**config.mk**
```make
export PLATFORM = sky130hd
export DESIGN_NAME = mdio_share_top
export DESIGN_NICKNAME = d
export VERILOG_FILES = /design/src/rtl/mdio_share_pkg.sv /design/src/rtl/mdio_port_cfg.sv /design/src/rtl/mdio_req_arb.sv /design/src/rtl/mdio_c22_ser.sv /design/src/rtl/mdio_share_top.sv
export SDC_FILE = /design/constraint.sdc
export NUM_CORES = 1
export LEC_CHECK = 0
export BUFFER_PORTS_ARGS = -buffer_cell sky130_fd_sc_hd__clkbuf_2
export CORE_MARGIN = 1.5
export CORE_UTILIZATION = 47
export CTS_BUF_LIST = sky130_fd_sc_hd__clkbuf_16
export DETAILED_ROUTE_END_ITERATION = 12
export PLACE_DENSITY = 0.74
export SLEW_MARGIN = 40
export SYNTH_ARGS = -nofsm -noshare
export SYNTH_HDL_FRONTEND = slang
export SYNTH_HIERARCHICAL = 1
export SYNTH_SLANG_ARGS = --single-unit
```
**constraint.sdc**
```tcl
create_clock -name clk -period 2.17 [get_ports clk]
set_input_delay 0.3255 -clock clk [delete_from_list [all_inputs] [get_ports clk]]
set_output_delay 0.3255 -clock clk [all_outputs]
set_load 0.02 [all_outputs]
```
**src/rtl/mdio_share_pkg.sv**
```systemverilog
package mdio_share_pkg;
  localparam int PHY_W      = 5;
  localparam int REG_W      = 5;
  localparam int DATA_W     = 16;
  localparam int STRIDE_LSB = 6;   // 0x40 between port words
  localparam int FIELD_LSB  = 8;   // PHY field at bits 12:8

  typedef struct packed {
    logic              wr;
    logic [PHY_W-1:0]  phy;
    logic [REG_W-1:0]  regad;
    logic [DATA_W-1:0] wdata;
  } mdio_req_t;

  typedef enum logic [1:0] {ARB_IDLE, ARB_WAIT, ARB_DROP} arb_st_t;
endpackage

```
**src/rtl/mdio_port_cfg.sv**
```systemverilog
module mdio_port_cfg
  import mdio_share_pkg::*;
#(
  parameter int NPORT  = 2,
  parameter int CFG_AW = 7
) (
  input  logic                   clk,
  input  logic                   rst,
  input  logic                   we,
  input  logic [CFG_AW-1:0]      addr,
  input  logic [31:0]            wdata,
  input  logic                   lock,
  output logic [31:0]            rdata,
  output logic [NPORT*PHY_W-1:0] phy_tab
);
  logic lock_q;

  always_ff @(posedge clk) begin
    if (rst) begin
      lock_q  <= 1'b0;
      phy_tab <= '0;
      rdata   <= '0;
    end else begin
      if (lock) lock_q <= 1'b1;
      rdata <= '0;
      for (int p = 0; p < NPORT; p++) begin
        if (addr == CFG_AW'(p << STRIDE_LSB)) begin
          rdata[FIELD_LSB +: PHY_W] <= phy_tab[p*PHY_W +: PHY_W];
          if (we && !lock_q)
            phy_tab[p*PHY_W +: PHY_W] <= wdata[FIELD_LSB +: PHY_W];
        end
      end
    end
  end

  // once locked, the field table is frozen
  a_r9_locked_frozen: assert property (@(posedge clk) disable iff (rst)
    (lock_q && $past(lock_q)) |-> $stable(phy_tab));
endmodule

```
**src/rtl/mdio_req_arb.sv**
```systemverilog
module mdio_req_arb
  import mdio_share_pkg::*;
#(
  parameter int NPORT = 2,
  localparam int NREQ = NPORT + 1,
  localparam int GW   = $clog2(NREQ)
) (
  input  logic                   clk,
  input  logic                   rst,
  input  logic [NREQ-1:0]        valid,
  input  mdio_req_t [NREQ-1:0]   reqs,
  input  logic [NPORT*PHY_W-1:0] phy_tab,
  output logic [NREQ-1:0]        ready,
  output logic [NREQ-1:0]        done,
  output logic                   err,
  output logic [DATA_W-1:0]      rdata,
  output logic                   ser_start,
  output mdio_req_t              ser_req,
  input  logic                   ser_busy,
  input  logic                   ser_done,
  input  logic [DATA_W-1:0]      ser_rdata
);
  arb_st_t        st_q;
  logic [GW-1:0]  last_q, cur_q, pick;
  logic           found;
  logic [NREQ-1:0] allow;

  assign allow[0] = 1'b1;
  for (genvar i = 1; i < NREQ; i++) begin : g_filter
    assign allow[i] = (reqs[i].phy == phy_tab[(i-1)*PHY_W +: PHY_W]);
  end

  always_comb begin
    found = 1'b0;
    pick  = last_q;
    for (int k = NREQ; k >= 1; k--) begin
      if (valid[(int'(last_q) + k) % NREQ]) begin
        found = 1'b1;
        pick  = GW'((int'(last_q) + k) % NREQ);
      end
    end
  end

  always_ff @(posedge clk) begin
    if (rst) begin
      st_q      <= ARB_IDLE;
      last_q    <= GW'(NREQ - 1);
      cur_q     <= '0;
      ready     <= '0;
      done      <= '0;
      err       <= 1'b0;
      rdata     <= '0;
      ser_start <= 1'b0;
      ser_req   <= '0;
    end else begin
      ready     <= '0;
      done      <= '0;
      ser_start <= 1'b0;
      unique case (st_q)
        ARB_IDLE: if (found) begin
          ready   <= NREQ'(1) << pick;
          last_q  <= pick;
          cur_q   <= pick;
          ser_req <= reqs[pick];
          if (allow[pick]) begin
            ser_start <= 1'b1;
            st_q      <= ARB_WAIT;
          end else begin
            st_q      <= ARB_DROP;
          end
        end
        ARB_WAIT: if (ser_done) begin
          done  <= NREQ'(1) << cur_q;
          err   <= 1'b0;
          rdata <= ser_rdata;
          st_q  <= ARB_IDLE;
        end
        ARB_DROP: begin
          done  <= NREQ'(1) << cur_q;
          err   <= 1'b1;
          rdata <= 16'hFFFF;
          st_q  <= ARB_IDLE;
        end
        default: st_q <= ARB_IDLE;
      endcase
    end
  end

  a_r10_single_grant: assert property (@(posedge clk) disable iff (rst)
    $onehot0(ready));
  a_r10_no_preempt: assert property (@(posedge clk) disable iff (rst)
    (st_q != ARB_IDLE && $past(st_q) != ARB_IDLE) |-> (ready == '0));
  a_r7_drop_bus_quiet: assert property (@(posedge clk) disable iff (rst)
    (st_q == ARB_DROP) |-> !ser_busy);
  a_r7_err_all_ones: assert property (@(posedge clk) disable iff (rst)
    ((|done) && err) |-> (rdata == 16'hFFFF));
  a_r5_global_unfiltered: assert property (@(posedge clk) disable iff (rst)
    (st_q == ARB_DROP) |-> (cur_q != '0));
endmodule

```
**src/rtl/mdio_c22_ser.sv**
```systemverilog
module mdio_c22_ser
  import mdio_share_pkg::*;
#(
  parameter int MDC_HALF = 2
) (
  input  logic              clk,
  input  logic              rst,
  input  logic              start,
  input  mdio_req_t         req,
  output logic              busy,
  output logic              done,
  output logic [DATA_W-1:0] rdata,
  output logic              mdc,
  output logic              mdio_o,
  output logic              mdio_oe,
  input  logic              mdio_i
);
  localparam int FRAME_LEN = 64;
  localparam int BIT_W     = $clog2(FRAME_LEN);
  localparam int TA_IDX    = 46;
  localparam int DATA_IDX  = 48;
  localparam int CNT_W     = $clog2(MDC_HALF + 1);

  logic [FRAME_LEN-1:0] frame_q;
  logic [BIT_W-1:0]     bit_q;
  logic [BIT_W:0]       nxt_bit;
  logic [CNT_W-1:0]     cnt_q;
  logic                 is_rd_q;
  logic [DATA_W-1:0]    rsh_q;

  assign nxt_bit = {1'b0, bit_q} + 1'b1;

  always_ff @(posedge clk) begin
    if (rst) begin
      busy <= 1'b0; done <= 1'b0; rdata <= '0;
      mdc <= 1'b0; mdio_o <= 1'b1; mdio_oe <= 1'b0;
      frame_q <= '0; bit_q <= '0; cnt_q <= '0; is_rd_q <= 1'b0; rsh_q <= '0;
    end else begin
      done <= 1'b0;
      if (!busy) begin
        if (start) begin
          frame_q <= {32'hFFFF_FFFF, 2'b01, (req.wr ? 2'b01 : 2'b10), req.phy,
                      req.regad, (req.wr ? 2'b10 : 2'b11),
                      (req.wr ? req.wdata : 16'h0000)};
          is_rd_q <= !req.wr;
          busy    <= 1'b1;
          bit_q   <= '0;
          cnt_q   <= '0;
          rsh_q   <= '0;
          mdc     <= 1'b0;
          mdio_o  <= 1'b1;
          mdio_oe <= 1'b1;
        end
      end else if (cnt_q != CNT_W'(MDC_HALF - 1)) begin
        cnt_q <= cnt_q + 1'b1;
      end else begin
        cnt_q <= '0;
        if (!mdc) begin
          mdc <= 1'b1;
          if (is_rd_q && bit_q >= BIT_W'(DATA_IDX))
            rsh_q <= {rsh_q[DATA_W-2:0], mdio_i};
        end else begin
          mdc <= 1'b0;
          if (bit_q == BIT_W'(FRAME_LEN - 1)) begin
            busy    <= 1'b0;
            done    <= 1'b1;
            rdata   <= rsh_q;
            mdio_o  <= 1'b1;
            mdio_oe <= 1'b0;
          end else begin
            bit_q   <= nxt_bit[BIT_W-1:0];
            frame_q <= {frame_q[FRAME_LEN-2:0], 1'b0};
            mdio_o  <= frame_q[FRAME_LEN-2];
            mdio_oe <= !(is_rd_q && nxt_bit >= (BIT_W+1)'(TA_IDX));
          end
        end
      end
    end
  end

  a_r3_data_on_fall: assert property (@(posedge clk) disable iff (rst)
    !$stable(mdio_o) |-> $fell(mdc));
  a_r3_idle_clock_low: assert property (@(posedge clk) disable iff (rst)
    !busy |-> (!mdc && !mdio_oe));
  a_r4_read_released: assert property (@(posedge clk) disable iff (rst)
    (busy && is_rd_q && bit_q >= BIT_W'(TA_IDX)) |-> !mdio_oe);
  a_r4_write_driven: assert property (@(posedge clk) disable iff (rst)
    (busy && !is_rd_q && !$rose(busy)) |-> mdio_oe);
endmodule

```
**src/rtl/mdio_share_top.sv**
```systemverilog
module mdio_share_top
  import mdio_share_pkg::*;
#(
  parameter int  NPORT    = 2,
  parameter int  MDC_HALF = 2,
  localparam int NREQ     = NPORT + 1,
  localparam int IDX_W    = (NPORT > 1) ? $clog2(NPORT) : 1,
  localparam int CFG_AW   = STRIDE_LSB + IDX_W
) (
  input  logic                  clk,
  input  logic                  rst,
  input  logic                  cfg_we,
  input  logic [CFG_AW-1:0]     cfg_addr,
  input  logic [31:0]           cfg_wdata,
  input  logic                  cfg_lock,
  output logic [31:0]           cfg_rdata,
  input  logic [NREQ-1:0]       req_valid,
  input  logic [NREQ-1:0]       req_write,
  input  logic [NREQ*PHY_W-1:0] req_phy,
  input  logic [NREQ*REG_W-1:0] req_reg,
  input  logic [NREQ*DATA_W-1:0] req_wdata,
  output logic [NREQ-1:0]       req_ready,
  output logic [NREQ-1:0]       rsp_done,
  output logic                  rsp_err,
  output logic [DATA_W-1:0]     rsp_rdata,
  output logic                  mdc,
  output logic                  mdio_o,
  output logic                  mdio_oe,
  input  logic                  mdio_i
);
  mdio_req_t [NREQ-1:0]   reqs;
  logic [NPORT*PHY_W-1:0] phy_tab;
  logic                   ser_start, ser_busy, ser_done;
  mdio_req_t              ser_req;
  logic [DATA_W-1:0]      ser_rdata;

  for (genvar i = 0; i < NREQ; i++) begin : g_req
    assign reqs[i] = '{wr:    req_write[i],
                       phy:   req_phy[i*PHY_W +: PHY_W],
                       regad: req_reg[i*REG_W +: REG_W],
                       wdata: req_wdata[i*DATA_W +: DATA_W]};
  end

  mdio_port_cfg #(.NPORT(NPORT), .CFG_AW(CFG_AW)) u_cfg (
    .clk(clk), .rst(rst), .we(cfg_we), .addr(cfg_addr), .wdata(cfg_wdata),
    .lock(cfg_lock), .rdata(cfg_rdata), .phy_tab(phy_tab));

  mdio_req_arb #(.NPORT(NPORT)) u_arb (
    .clk(clk), .rst(rst), .valid(req_valid), .reqs(reqs), .phy_tab(phy_tab),
    .ready(req_ready), .done(rsp_done), .err(rsp_err), .rdata(rsp_rdata),
    .ser_start(ser_start), .ser_req(ser_req), .ser_busy(ser_busy),
    .ser_done(ser_done), .ser_rdata(ser_rdata));

  mdio_c22_ser #(.MDC_HALF(MDC_HALF)) u_ser (
    .clk(clk), .rst(rst), .start(ser_start), .req(ser_req), .busy(ser_busy),
    .done(ser_done), .rdata(ser_rdata), .mdc(mdc), .mdio_o(mdio_o),
    .mdio_oe(mdio_oe), .mdio_i(mdio_i));
endmodule

```
==> run metrics, run 1 <==
sequential fraction of design power 31.0%; GP Congestion 0.855; synthesized flop and latch total 181; Core Region 17,400 um2; Worst Hold Launch cfg_lock; Area growth syn-to-layout 24.9%; Max-slew headroom 55.8%; post-layout min period 2.31 ns; CTS clk-pin slew, worst paths 0.08 ns; Sw Share 36.7%; # port buffers 131; Pre-Repair DR Iteration Count 5; Pwr Total 13.7 mW; clk root buf clkbuf_16; Post-Synthesis Cell Area 8370 um2; routed via count divided by cell count 5.71; Critical R2R Launch u_arb/last_q[1]$_SDFFE_PP1P_; RSZ-0062 raised after global routing yes; Final WS setup -0.138 ns; critical path endpoint category flop; Mapped Avg Cell Area 8.73 um2; reg2reg end u_arb/ser_req[19]$_SDFFE_PP0P_; DR DRC count 0; synth warn 6; Initial Util 48.2%; initial antenna violation count 0; Clock Power Share 23.0%; Max-cap violations 0; crit path cell chain inv_4, ha_4, mux2i_4, o211ai_1, buf_4, a311oi_4, buf_6, buf_12, buf_12, mux2i_2, o22ai_2; WP data arrival 2.62 ns; largest net degree at the start of global routing 50; Skew-Pair Late Insertion Delay 0.44 ns; Hold Vio Cnt, Final 0; Hold WC Path Type in2reg; Pins Over Slew Limit 0; Setup Skew 0.0120 ns; crit-path max cell delay 0.36 ns; Top Ports 186; Fillers 1,434; FF-to-FF setup slack -0.14 ns; final wirelength 21,800 um; vias in the first global route 7,080; number of synthesized flops with an enable pin 0; WL/cell 16.2 um; R2R cell count 11; net switching power 5.04 mW; hold buffer count at CTS 0; crit start category flop; combinational share of power 46.0%; async set-reset flop share out of synthesis 0%; PwrDens 1310 nW/um2; NumNets Final 1,245; Peak supply drop 0.913 mV; CTS Buffer Depth 2; Synth Flop Type dfxtp_1; status complete, but fails checks; fraction of final layout cells sized beyond drive strength 1 27.8%; Die Y 136 um; delay-heaviest family, CP buffers and inverters; Worst Path Buf+Inv 5; # rows 48; GRT Util Overall 23.2%; Fmax achieved 433 MHz; CTS tree built; dpl hpwl 13,600 um; Seq/Total Area, Yosys 43.3%; via count 7,687; period utilisation layout 106%; Die ar. 18,600 um2; critical path depth 11; most frequent CP cell buf_12; post-layout util 60.2%; Worst-Margin Slew 0.662 ns; failing checks setup timing; Hold Path End u_cfg/lock_q$_SDFFE_PP0P_; # H-tree levels 4; ant diodes 0; CP max FO 6; final number of setup-violating endpoints 31; minimum hold slack 0.0986 ns; Cell Int Power 8.67 mW; initial detailed-routing violation count 665; die extent in x 136 um; post-route antenna net violation count 0; Mapped Cells 958; CP max stage cell dfxtp_4; CP required 2.48 ns; critical path class reg2reg; Lkg Pwr 4.10 nW; CTS Buf Count 17; Yosys cell types 73; GRT Residual Overflow 0; number of clock sinks 181; first-pass GRT wire length 34,600 um; hold path depth 3
==> state kept, by name, indices dropped and copies added, names as in the netlist, 2 cells and up <==
signal / flops
u_ser/frame_q: 63
u_arb/ser_req: 27
u_arb/rdata: 16
u_ser/rdata: 16
u_ser/rsh_q: 16
u_cfg/phy_tab: 10
u_ser/bit_q: 6
u_cfg/rdata: 5
u_arb/done: 3
u_arb/ready: 3
u_arb/last_q: 2
u_arb/st_q: 2
u_ser/cnt_q: 2
==> power by group through the flow <==
| stage | logic (mW) | clock network, mW | registers (mW) |
|---|---|---|---|
| after global routing | 6.72 | 3.36 | 4.32 |
| after floorplan | 3.30 | 0 | 4.38 |
| final | 6.31 | 3.16 | 4.25 |
| after CTS | 5.42 | 3.21 | 4.24 |
| after detailed placement | 4.77 | 0 | 4.30 |
| after global placement | 4.67 | 0 | 4.28 |
==> area by class of cell <==
class | count | area (um2) | area share (%)
repair buffers | 208 | 1410 | 13.4
inverters | 13 | 55.1 | 0.527
clock buffers | 17 | 425 | 4.07
clock inverters | 15 | 183 | 1.75
multi-input cells | 687 | 4470 | 42.8
well taps | 225 | 282 | 2.69
flip-flops and latches | 181 | 3630 | 34.8
==> how the worst max path moves through the flow <==
| stage | from | endpoint | slack (ns) |
|---|---|---|---|
| floorplan | u_arb/last_q[1]$_SDFFE_PP1P_ | u_arb/ser_req[16]$_SDFFE_PP0P_ | 0.002 |
| global placement | u_arb/last_q[0]$_SDFFE_PP0P_ | u_arb/ser_req[6]$_SDFFE_PP0P_ | -0.25 |
| detailed placement | u_arb/last_q[0]$_SDFFE_PP0P_ | u_arb/ser_req[5]$_SDFFE_PP0P_ | -0.28 |
| CTS | u_arb/last_q[1]$_SDFFE_PP1P_ | u_arb/ser_req[19]$_SDFFE_PP0P_ | -0.08 |
| global route | u_arb/last_q[0]$_SDFFE_PP0P_ | u_arb/st_q[0]$_SDFFE_PP0P_ | -0.20 |
| finish | u_arb/last_q[1]$_SDFFE_PP1P_ | u_arb/ser_req[19]$_SDFFE_PP0P_ | -0.14 |
==> cell usage in the layout (no fill, tap or decap), types with 6 or more instances in the layout <==
cell         n
a21oi_1     46
mux2i_1     35
a211oi_1    11
nor3_1      84
mux2i_2      9
o22ai_2      9
a22o_1      16
a31oi_1     17
nand3_1     26
inv_1       10
o21ai_0     32
buf_4       55
conb_1      27
nor2_1      75
dfxtp_1    178
nand4_1     10
nand2b_1    13
buf_12       7
buf_6       13
nand2_1     83
o21a_1      28
clkbuf_2   130
clkbuf_16   18
o22ai_1     32
xnor2_1      6
nand3b_1    17
o31ai_1     12
==> worst reg2reg max path, cell delays in order, from the launching register on <==
cell and delay [ns]:
dfxtp_4 0.36, inv_4 0.07, ha_4 0.16, mux2i_4 0.28, o211ai_1 0.12, buf_4 0.16, a311oi_4 0.29, buf_6 0.18
buf_12 0.13, buf_12 0.11, mux2i_2 0.23, o22ai_2 0.09
==> per-layer routing <==
| metal | track usage, % | up-vias | wire length (um) | part of all wire, % |
|---|---|---|---|---|
| met5 | 0 | - | 0 | 0 |
| met4 | 7.74 | 0 | 427 | 2.0 |
| met3 | 6.38 | 39 | 1290 | 5.9 |
| met2 | 37.6 | 287 | 10400 | 48 |
| met1 | 29.8 | 3655 | 9610 | 44 |
| li1 | - | 3706 | - | - |
==> what timing repair did <==
action | CTS | global route
cloned | 2 | 4
resized for setup | 44 | 39
endpoints found under the setup margin | 34 | 66
pin swaps | 14 | 9
buffers inserted | 11 | 13
==> cell families (layout without fill, tap and decap cells) <==
| group | after synthesis | after routing | share of synthesized area, % |
|---|---|---|---|
| buf+inv | 120 | 253 | 8.08 |
| flops | 181 | 181 | 43.3 |
| compound gates | 237 | 237 | 19.4 |
| mux | 46 | 46 | 5.55 |
| fa+ha+maj | 9 | 9 | 1.35 |
| other cells | 1 | 27 | 0.0448 |
| xor+xnor | 10 | 10 | 1.05 |
| simple gates | 354 | 358 | 21.2 |
==> stage by stage <==
| step | instance area, um2 | std cells | worst slack, ns | setup TNS (ns) |
|---|---|---|---|---|
| finish | 10500 | 1346 | -0.138 | -2.28 |
| global route | 10500 | 1346 | -0.200 | -4.63 |
| CTS | 10200 | 1329 | -0.0757 | -0.717 |
| detailed placement | 9280 | 1285 | -0.281 | -7.16 |
| global placement | 9280 | 1285 | -0.250 | -5.88 |
| floorplan | 8470 | 984 | 0.00201 | 0 |
==> cells in the mapped netlist (3+ instances only) <==
master / count / share of area [%]
a21oi_1: 48 / 2.9
buf_6: 5 / 0.67
or4_1: 3 / 0.27
a31oi_1: 17 / 1.3
and2_1: 4 / 0.30
nor3_1: 85 / 5.1
dfxtp_1: 181 / 43
nand2_1: 88 / 3.9
buf_2: 24 / 1.4
o21a_1: 28 / 2.5
o31ai_1: 12 / 1.1
buf_4: 42 / 3.8
xnor2_1: 6 / 0.63
o22ai_2: 8 / 1.2
ha_1: 9 / 1.3
nor2b_1: 8 / 0.60
a311oi_1: 3 / 0.31
nor2_1: 76 / 3.4
xor2_1: 4 / 0.42
a22o_1: 16 / 1.7
inv_1: 12 / 0.54
o21ai_0: 35 / 2.1
clkbuf_1: 34 / 1.5
mux2i_1: 45 / 5.4
nand3b_1: 17 / 1.5
nand2b_1: 14 / 1.0
o22ai_1: 33 / 2.5
nand3_1: 26 / 1.6
o21ai_1: 3 / 0.18
nand4_1: 10 / 0.75
a211oi_1: 11 / 0.99
and3_1: 3 / 0.22
No activity file was read; power rests on OpenSTA's default activity.
==> run 2, diff against run 1 <==
--- a/config.mk
+++ b/config.mk
@@ -5,10 +5,10 @@
 export SDC_FILE = /design/constraint.sdc
 export NUM_CORES = 1
 export LEC_CHECK = 0
+export ABC_AREA = 0
 export BUFFER_PORTS_ARGS = -buffer_cell sky130_fd_sc_hd__clkbuf_2
-export CORE_MARGIN = 1.5
+export CORE_MARGIN = 10
 export CORE_UTILIZATION = 47
-export CTS_BUF_LIST = sky130_fd_sc_hd__clkbuf_16
 export DETAILED_ROUTE_END_ITERATION = 12
 export PLACE_DENSITY = 0.74
 export SLEW_MARGIN = 40
==> run 2 against run 1 <==
Against the previous run:
- the flow still finishes with violations (setup timing)
- power is 1.4% lower
- non-clock buffer count fell by 5
- cell count shrank 0.67%
- via count is 3.5% lower
- register-to-register slack worse by 0.04 ns
- first-iteration DRC count shrank 15%
- fmax down 1.7%
- wire length fell by 0.28%
- die area up 26%
- clock skew down 0.0028 ns
- worst hold slack lost 0.0034 ns
- critical endpoint is now u_arb/ser_req[25]$_SDFFE_PP0P_
==> run metrics, run 2 (synthesis gave the netlist of run 1 again) <==
most common cell after layout, fill and taps aside dfxtp_1 (unchanged); critical path class reg2reg (unchanged); NumNets Final 1,236 (was 1,245); period utilisation layout 108% (was 106%); CTS Buf Count 17 (unchanged); hold buffer count at CTS 0 (unchanged); Crit. Startpoint u_arb/last_q[1]$_SDFFE_PP1P_ (unchanged); minimum hold slack 0.0953 ns (was 0.0986 ns); Fillers 1,431 (was 1,434); # port buffers 131 (unchanged); fin cells 1,337 (was 1,346); Initial Util 48.2% (unchanged); Largest Register u_ser/frame_q (unchanged); Max-cap violations 0 (unchanged); CTS tree built (unchanged); worst setup path endpoint u_arb/ser_req[25]$_SDFFE_PP0P_ (was u_arb/ser_req[19]$_SDFFE_PP0P_); GP Congestion 0.825 (was 0.855); reg2reg end u_arb/ser_req[25]$_SDFFE_PP0P_ (was u_arb/ser_req[19]$_SDFFE_PP0P_); DR DRC count 0 (unchanged); Die Y 153 um (was 136 um); R2R cell count 9 (was 11); routed via count divided by cell count 5.55 (was 5.71); Worst-Margin Slew 0.670 ns (was 0.662 ns); vias in the first global route 7,079 (was 7,080); largest net degree at the start of global routing 50 (unchanged); Hold WC Path Type in2reg (unchanged); # H-tree levels 4 (unchanged); failing checks setup timing (unchanged); post-route antenna net violation count 0 (unchanged); Die ar. 23,500 um2 (was 18,600 um2); Skew-Pair Late Insertion Delay 0.43 ns (was 0.44 ns); Pins Over Slew Limit 0 (unchanged); initial antenna violation count 0 (unchanged); Peak supply drop 0.960 mV (was 0.913 mV); die extent in x 153 um (was 136 um); RSZ-0062 raised after global routing yes (unchanged); Max-slew headroom 55.3% (was 55.8%); final number of setup-violating endpoints 34 (was 31); Fmax achieved 426 MHz (was 433 MHz); CTS clk-pin slew, worst paths 0.07 ns (was 0.08 ns); Hold Vio Cnt, Final 0 (unchanged); Critical R2R Launch u_arb/last_q[1]$_SDFFE_PP1P_ (unchanged); dpl hpwl 14,500 um (was 13,600 um); Top Ports 186 (unchanged); critical path endpoint category flop (unchanged); first-pass GRT wire length 35,000 um (was 34,600 um); CP max FO 7 (was 6); commonest cells after routing, fill and taps aside dfxtp_1 (179), clkbuf_2 (130), nand2_1 (87) (was dfxtp_1 (178), clkbuf_2 (130), nor3_1 (84)); GRT Residual Overflow 0 (unchanged); post-layout min period 2.35 ns (was 2.31 ns); initial detailed-routing violation count 565 (was 665); clk root buf clkbuf_16 (unchanged); Core Region 17,400 um2 (unchanged); ant diodes 0 (unchanged); WP data arrival 2.65 ns (was 2.62 ns); # rows 48 (unchanged); FF-to-FF setup slack -0.18 ns (was -0.14 ns); Largest register FFs 63 (unchanged); status complete, but fails checks (unchanged); WL/cell 16.2 um (about the same); PwrDens 1300 nW/um2 (was 1310 nW/um2); Final WS setup -0.178 ns (was -0.138 ns); Largest regs u_ser/frame_q x63, u_arb/ser_req x27 (unchanged); Pre-Repair DR Iteration Count 7 (was 5); GRT Util Overall 17.4% (was 23.2%); Lkg Pwr 4.04 nW (was 4.10 nW); final wirelength 21,700 um (was 21,800 um); Setup Skew 0.00919 ns (was 0.0120 ns); via count 7,421 (was 7,687); CTS Buffer Depth 2 (unchanged); placed cells 1,288 (was 1,285); CP required 2.47 ns (was 2.48 ns); fraction of final layout cells sized beyond drive strength 1 27.4% (was 27.8%); Area growth syn-to-layout 24.0% (was 24.9%); number of clock sinks 181 (unchanged); crit start category flop (unchanged)
==> run 2: worst max-delay path: stages, from the launching register on <==
cell	delay (ns)
dfxtp_4	0.37
inv_4	0.08
ha_4	0.18
mux2i_4	0.28
o211ai_1	0.19
a311oi_4	0.43
buf_4	0.21
buf_16	0.14
mux2i_2	0.24
o22ai_1	0.10
==> run 2: how the worst min path moves through the flow <==
stage                                   start                        endpoint  slack (ns)  cells after the start
2_1_floorplan                             rst   u_cfg/phy_tab[0]$_SDFFE_PP0P_        0.39                      1
6_report                             cfg_lock       u_cfg/lock_q$_SDFFE_PP0P_         0.1                      3
5_1_grt                              cfg_lock       u_cfg/lock_q$_SDFFE_PP0P_        0.11                      3
4_1_cts                              cfg_lock       u_cfg/lock_q$_SDFFE_PP0P_        0.08                      3
3_5_place_dp   u_ser/frame_q[30]$_SDFFE_PP0P_  u_ser/frame_q[31]$_SDFFE_PP0P_        0.44                      2
3_3_place_gp   u_ser/frame_q[30]$_SDFFE_PP0P_  u_ser/frame_q[31]$_SDFFE_PP0P_        0.44                      2
==> run 2: area by class of cell <==
cell class / instances / area [um2] / share of cell area [%]
clock buffers: 18 / 429 / 4.14
clock inverters: 14 / 168 / 1.62
inverters: 13 / 51.3 / 0.494
multi-input cells: 683 / 4450 / 42.9
flip-flops and latches: 181 / 3630 / 35.0
well taps: 225 / 282 / 2.71
repair buffers: 203 / 1370 / 13.2
==> run 2: report_power, final <==
group	leakage [nW]	total, mW	switching (mW)	internal [mW]
combinational	2.28	6.13	3.07	3.06
sequential	1.48	4.25	0.330	3.92
clock	0.285	3.14	1.40	1.74
total	4.04	13.5	4.80	8.71
==> run 2: metrics by stage <==
step / area (um2) / TNS [ns] / total power [mW] / utilization [%] / setup WS, ns
final: 10400 / -3.31 / 13.5 / 59.8 / -0.178
after global routing: 10400 / -6.03 / 14.2 / 59.8 / -0.252
after CTS: 10200 / -1.34 / 13.0 / 58.7 / -0.0808
after detailed placement: 9330 / -5.28 / 9.27 / 53.7 / -0.188
after global placement: 9330 / -3.54 / 9.17 / 53.7 / -0.144
after floorplan: 8470 / 0 / 7.68 / - / 0.00201
==> run 2: repair_timing <==
| item | 4_1_cts | 5_1_grt |
|---|---|---|
| resized for setup | 38 | 28 |
| gates cloned | 1 | 1 |
| pin swaps | 15 | 22 |
| buffers inserted | 10 | 6 |
| setup endpoints to repair | 36 | 51 |
==> run 2: layer usage <==
| layer | global-route usage [%] | vias up | part of all wire [%] |
|---|---|---|---|
| met2 | 27.8 | 213 | 48 |
| met1 | 22.2 | 3516 | 45 |
| met4 | 4.90 | 0 | 1.2 |
| li1 | - | 3671 | - |
| met3 | 5.11 | 21 | 6.2 |
| met5 | 0 | - | 0 |
==> run 3, diff against run 2 <==
--- a/config.mk
+++ b/config.mk
@@ -7,10 +7,12 @@
 export LEC_CHECK = 0
 export ABC_AREA = 0
 export BUFFER_PORTS_ARGS = -buffer_cell sky130_fd_sc_hd__clkbuf_2
+export CELL_PAD_IN_SITES_DETAIL_PLACEMENT = 1
+export CELL_PAD_IN_SITES_GLOBAL_PLACEMENT = 1
 export CORE_MARGIN = 10
-export CORE_UTILIZATION = 47
+export CORE_UTILIZATION = 37
 export DETAILED_ROUTE_END_ITERATION = 12
-export PLACE_DENSITY = 0.74
+export PLACE_DENSITY_LB_ADDON = 0.1
 export SLEW_MARGIN = 40
 export SYNTH_ARGS = -nofsm -noshare
 export SYNTH_HDL_FRONTEND = slang
==> run 3 against run 2 <==
Against the previous run:
- the flow still finishes with violations (setup timing)
- flip-flop and latch count unchanged
- cell count increased by 4.8%
- highest routed layer unchanged
- die area grew 23%
- first-iteration DRC count down 35%
- worst hold slack better by 0.00089 ns
- setup slack worse by 0.0015 ns
- critical path type unchanged
- wire length grew 18%
- critical path depth is the same
- combinational power is 8.8% higher
- clock power hardly changed
- final area is 4.0% higher
- clock skew rose by 0.016 ns
==> run metrics, run 3 (synthesis gave the netlist of run 1 again) <==
via count 7,462 (was 7,421); status complete, but fails checks (unchanged); die extent in x 170 um (was 153 um); clk root buf clkbuf_16 (unchanged); routed via count divided by cell count 5.33 (was 5.55); post-layout min period 2.35 ns (about the same); Cell Int Power 8.85 mW (was 8.71 mW); Pre-Repair DR Iteration Count 5 (was 7); largest net degree at the start of global routing 53 (was 50); WP data arrival 2.71 ns (was 2.65 ns); commonest cells after routing, fill and taps aside dfxtp_1 (179), clkbuf_2 (130), nand2_1 (87) (unchanged); PwrDens 1310 nW/um2 (was 1300 nW/um2); critical path endpoint category flop (unchanged); Die Y 170 um (was 153 um); WL/cell 18.3 um (was 16.2 um); Largest register FFs 63 (unchanged); NumNets Final 1,245 (was 1,236); Max-cap violations 0 (unchanged); Max-slew headroom 56.6% (was 55.3%); placed cells 1,352 (was 1,288); FF-to-FF setup slack -0.18 ns (about the same); initial detailed-routing violation count 370 (was 565); Setup WS pre-CTS -0.186 ns (was -0.188 ns); Final WS setup -0.180 ns (was -0.178 ns); delay-heaviest family, CP compound AO/OA/AOI/OAI gates (unchanged); fin cells 1,401 (was 1,337); period utilisation layout 108% (about the same); Pins Over Slew Limit 0 (unchanged); dpl hpwl 17,000 um (was 14,500 um); combinational share of power 47.2% (was 45.3%); CTS Buffer Depth 2 (unchanged); Clock Power Share 22.4% (was 23.2%); sequential fraction of design power 30.3% (was 31.4%); ant diodes 0 (unchanged); critical path class reg2reg (unchanged); Skew-Pair Late Insertion Delay 0.44 ns (was 0.43 ns); Sw Share 37.4% (was 35.5%); CTS Buf Count 17 (unchanged); most common cell after layout, fill and taps aside dfxtp_1 (unchanged); Largest Register u_ser/frame_q (unchanged); final number of setup-violating endpoints 33 (was 34); Cell Area, Placed 9480 um2 (was 9330 um2); Peak supply drop 1.43 mV (was 0.960 mV); first-pass GRT wire length 40,400 um (was 35,000 um); # H-tree levels 4 (unchanged); post-layout util 49.0% (was 59.8%); crit-path max cell delay 0.47 ns (was 0.43 ns); minimum hold slack 0.0961 ns (was 0.0953 ns); GRT Util Overall 16.9% (was 17.4%); GRT Residual Overflow 0 (unchanged); Worst-Margin Slew 0.650 ns (was 0.670 ns); Setup Skew 0.0254 ns (was 0.00919 ns); Top Ports 186 (unchanged); final wirelength 25,700 um (was 21,700 um); Largest regs u_ser/frame_q x63, u_arb/ser_req x27 (unchanged); GP Congestion 0.760 (was 0.825); failing checks setup timing (unchanged); number of clock sinks 181 (unchanged); # port buffers 131 (unchanged); Lkg Pwr 4.17 nW (was 4.04 nW); CP max stage cell or4_1 (was a311oi_4); Hold Vio Cnt, Final 0 (unchanged); Design Area, Final 10,800 um2 (was 10,400 um2); Area growth syn-to-layout 29.0% (was 24.0%); Core Region 22,000 um2 (was 17,400 um2); CTS clk-pin slew, worst paths 0.08 ns (was 0.07 ns); initial antenna violation count 0 (unchanged); CTS tree built (unchanged); Die ar. 29,000 um2 (was 23,500 um2); CP max FO 5 (was 7); Hold WC Path Type in2reg (unchanged); # rows 54 (was 48); Sum Neg Setup Slack -2.98 ns (was -3.31 ns); crit path cell chain inv_4, ha_4, mux2i_2, o211ai_1, a311oi_4, buf_4, buf_8, or4_1, a31oi_1 (was inv_4, ha_4, mux2i_4, o211ai_1, a311oi_4, buf_4, buf_16, mux2i_2, o22ai_1); crit start category flop (unchanged); DR DRC count 0 (unchanged); hold buffer count at CTS 0 (unchanged); net switching power 5.28 mW (was 4.80 mW); CP required 2.53 ns (was 2.47 ns); Worst Path Buf+Inv 3 (unchanged); vias in the first global route 7,679 (was 7,079); Fmax achieved 426 MHz (about the same); fraction of final layout cells sized beyond drive strength 1 29.8% (was 27.4%); RSZ-0062 raised after global routing yes (unchanged); Pwr Total 14.1 mW (was 13.5 mW); Initial Util 38.0% (was 48.2%); post-route antenna net violation count 0 (unchanged)
run 3: changes by cell type in the layout (fill, tap and decap cells not counted), moves of 3 or more:
| cell | change |
|---|---|
| o22ai_1 | -17 |
| o22ai_2 | +16 |
| mux2i_4 | +8 |
| mux2i_1 | -7 |
| clkinv_8 | +5 |
| buf_12 | +4 |
| buf_4 | +3 |
| buf_8 | +3 |
| clkinvlp_4 | -3 |
run 3: area by class of cell:
class / count / area (um2)
fillers: 2566 / 11200
clock inverters: 14 / 175
multi-input cells: 683 / 4640
repair buffers: 212 / 1500
clock buffers: 18 / 439
flip-flops and latches: 181 / 3630
well taps: 280 / 350
inverters: 13 / 53.8
run 3: final timing paths:
check | startpoint | to | cells after the start
worst max register to register | u_arb/last_q[1]$_SDFFE_PP1P_ | u_arb/st_q[0]$_SDFFE_PP0P_ | 9
worst min register to register | u_ser/frame_q[1]$_SDFFE_PP0P_ | u_ser/frame_q[2]$_SDFFE_PP0P_ | 2
worst max-delay path | u_arb/last_q[1]$_SDFFE_PP1P_ | u_arb/st_q[0]$_SDFFE_PP0P_ | 9
worst min-delay path | cfg_lock | u_cfg/lock_q$_SDFFE_PP0P_ | 3
run 3: timing repair:
action                                  4_1_cts  5_1_grt
endpoints found under the setup margin       35       35
pin swaps                                    23       19
buffers inserted                              9        7
gates cloned                                  2        3
gates resized for setup                      46       62
run 3: power groups by stage:
| stage | clock network (mW) | logic [mW] | registers (mW) |
|---|---|---|---|
| finish | 3.17 | 6.67 | 4.29 |
| global route | 3.42 | 7.19 | 4.36 |
| CTS | 3.27 | 5.92 | 4.28 |
| detailed placement | 0 | 4.88 | 4.33 |
| global placement | 0 | 4.83 | 4.31 |
| floorplan | 0 | 3.30 | 4.38 |
run 3: metal layers:
metal | up-vias | global-route usage [%] | part of all wire, %
met5 | - | 0 | 0
met4 | 0 | 3.13 | 1.0
met3 | 21 | 4.91 | 4.8
met2 | 152 | 26.4 | 47
met1 | 3603 | 22.7 | 47
li1 | 3686 | - | -
run 3: worst min-delay path, delay by kind of cell:
| family | cells | cell delay, ns |
|---|---|---|
| AND/OR/NAND/NOR | 2 | 0.10 |
| buffers and inverters | 1 | 0.07 |
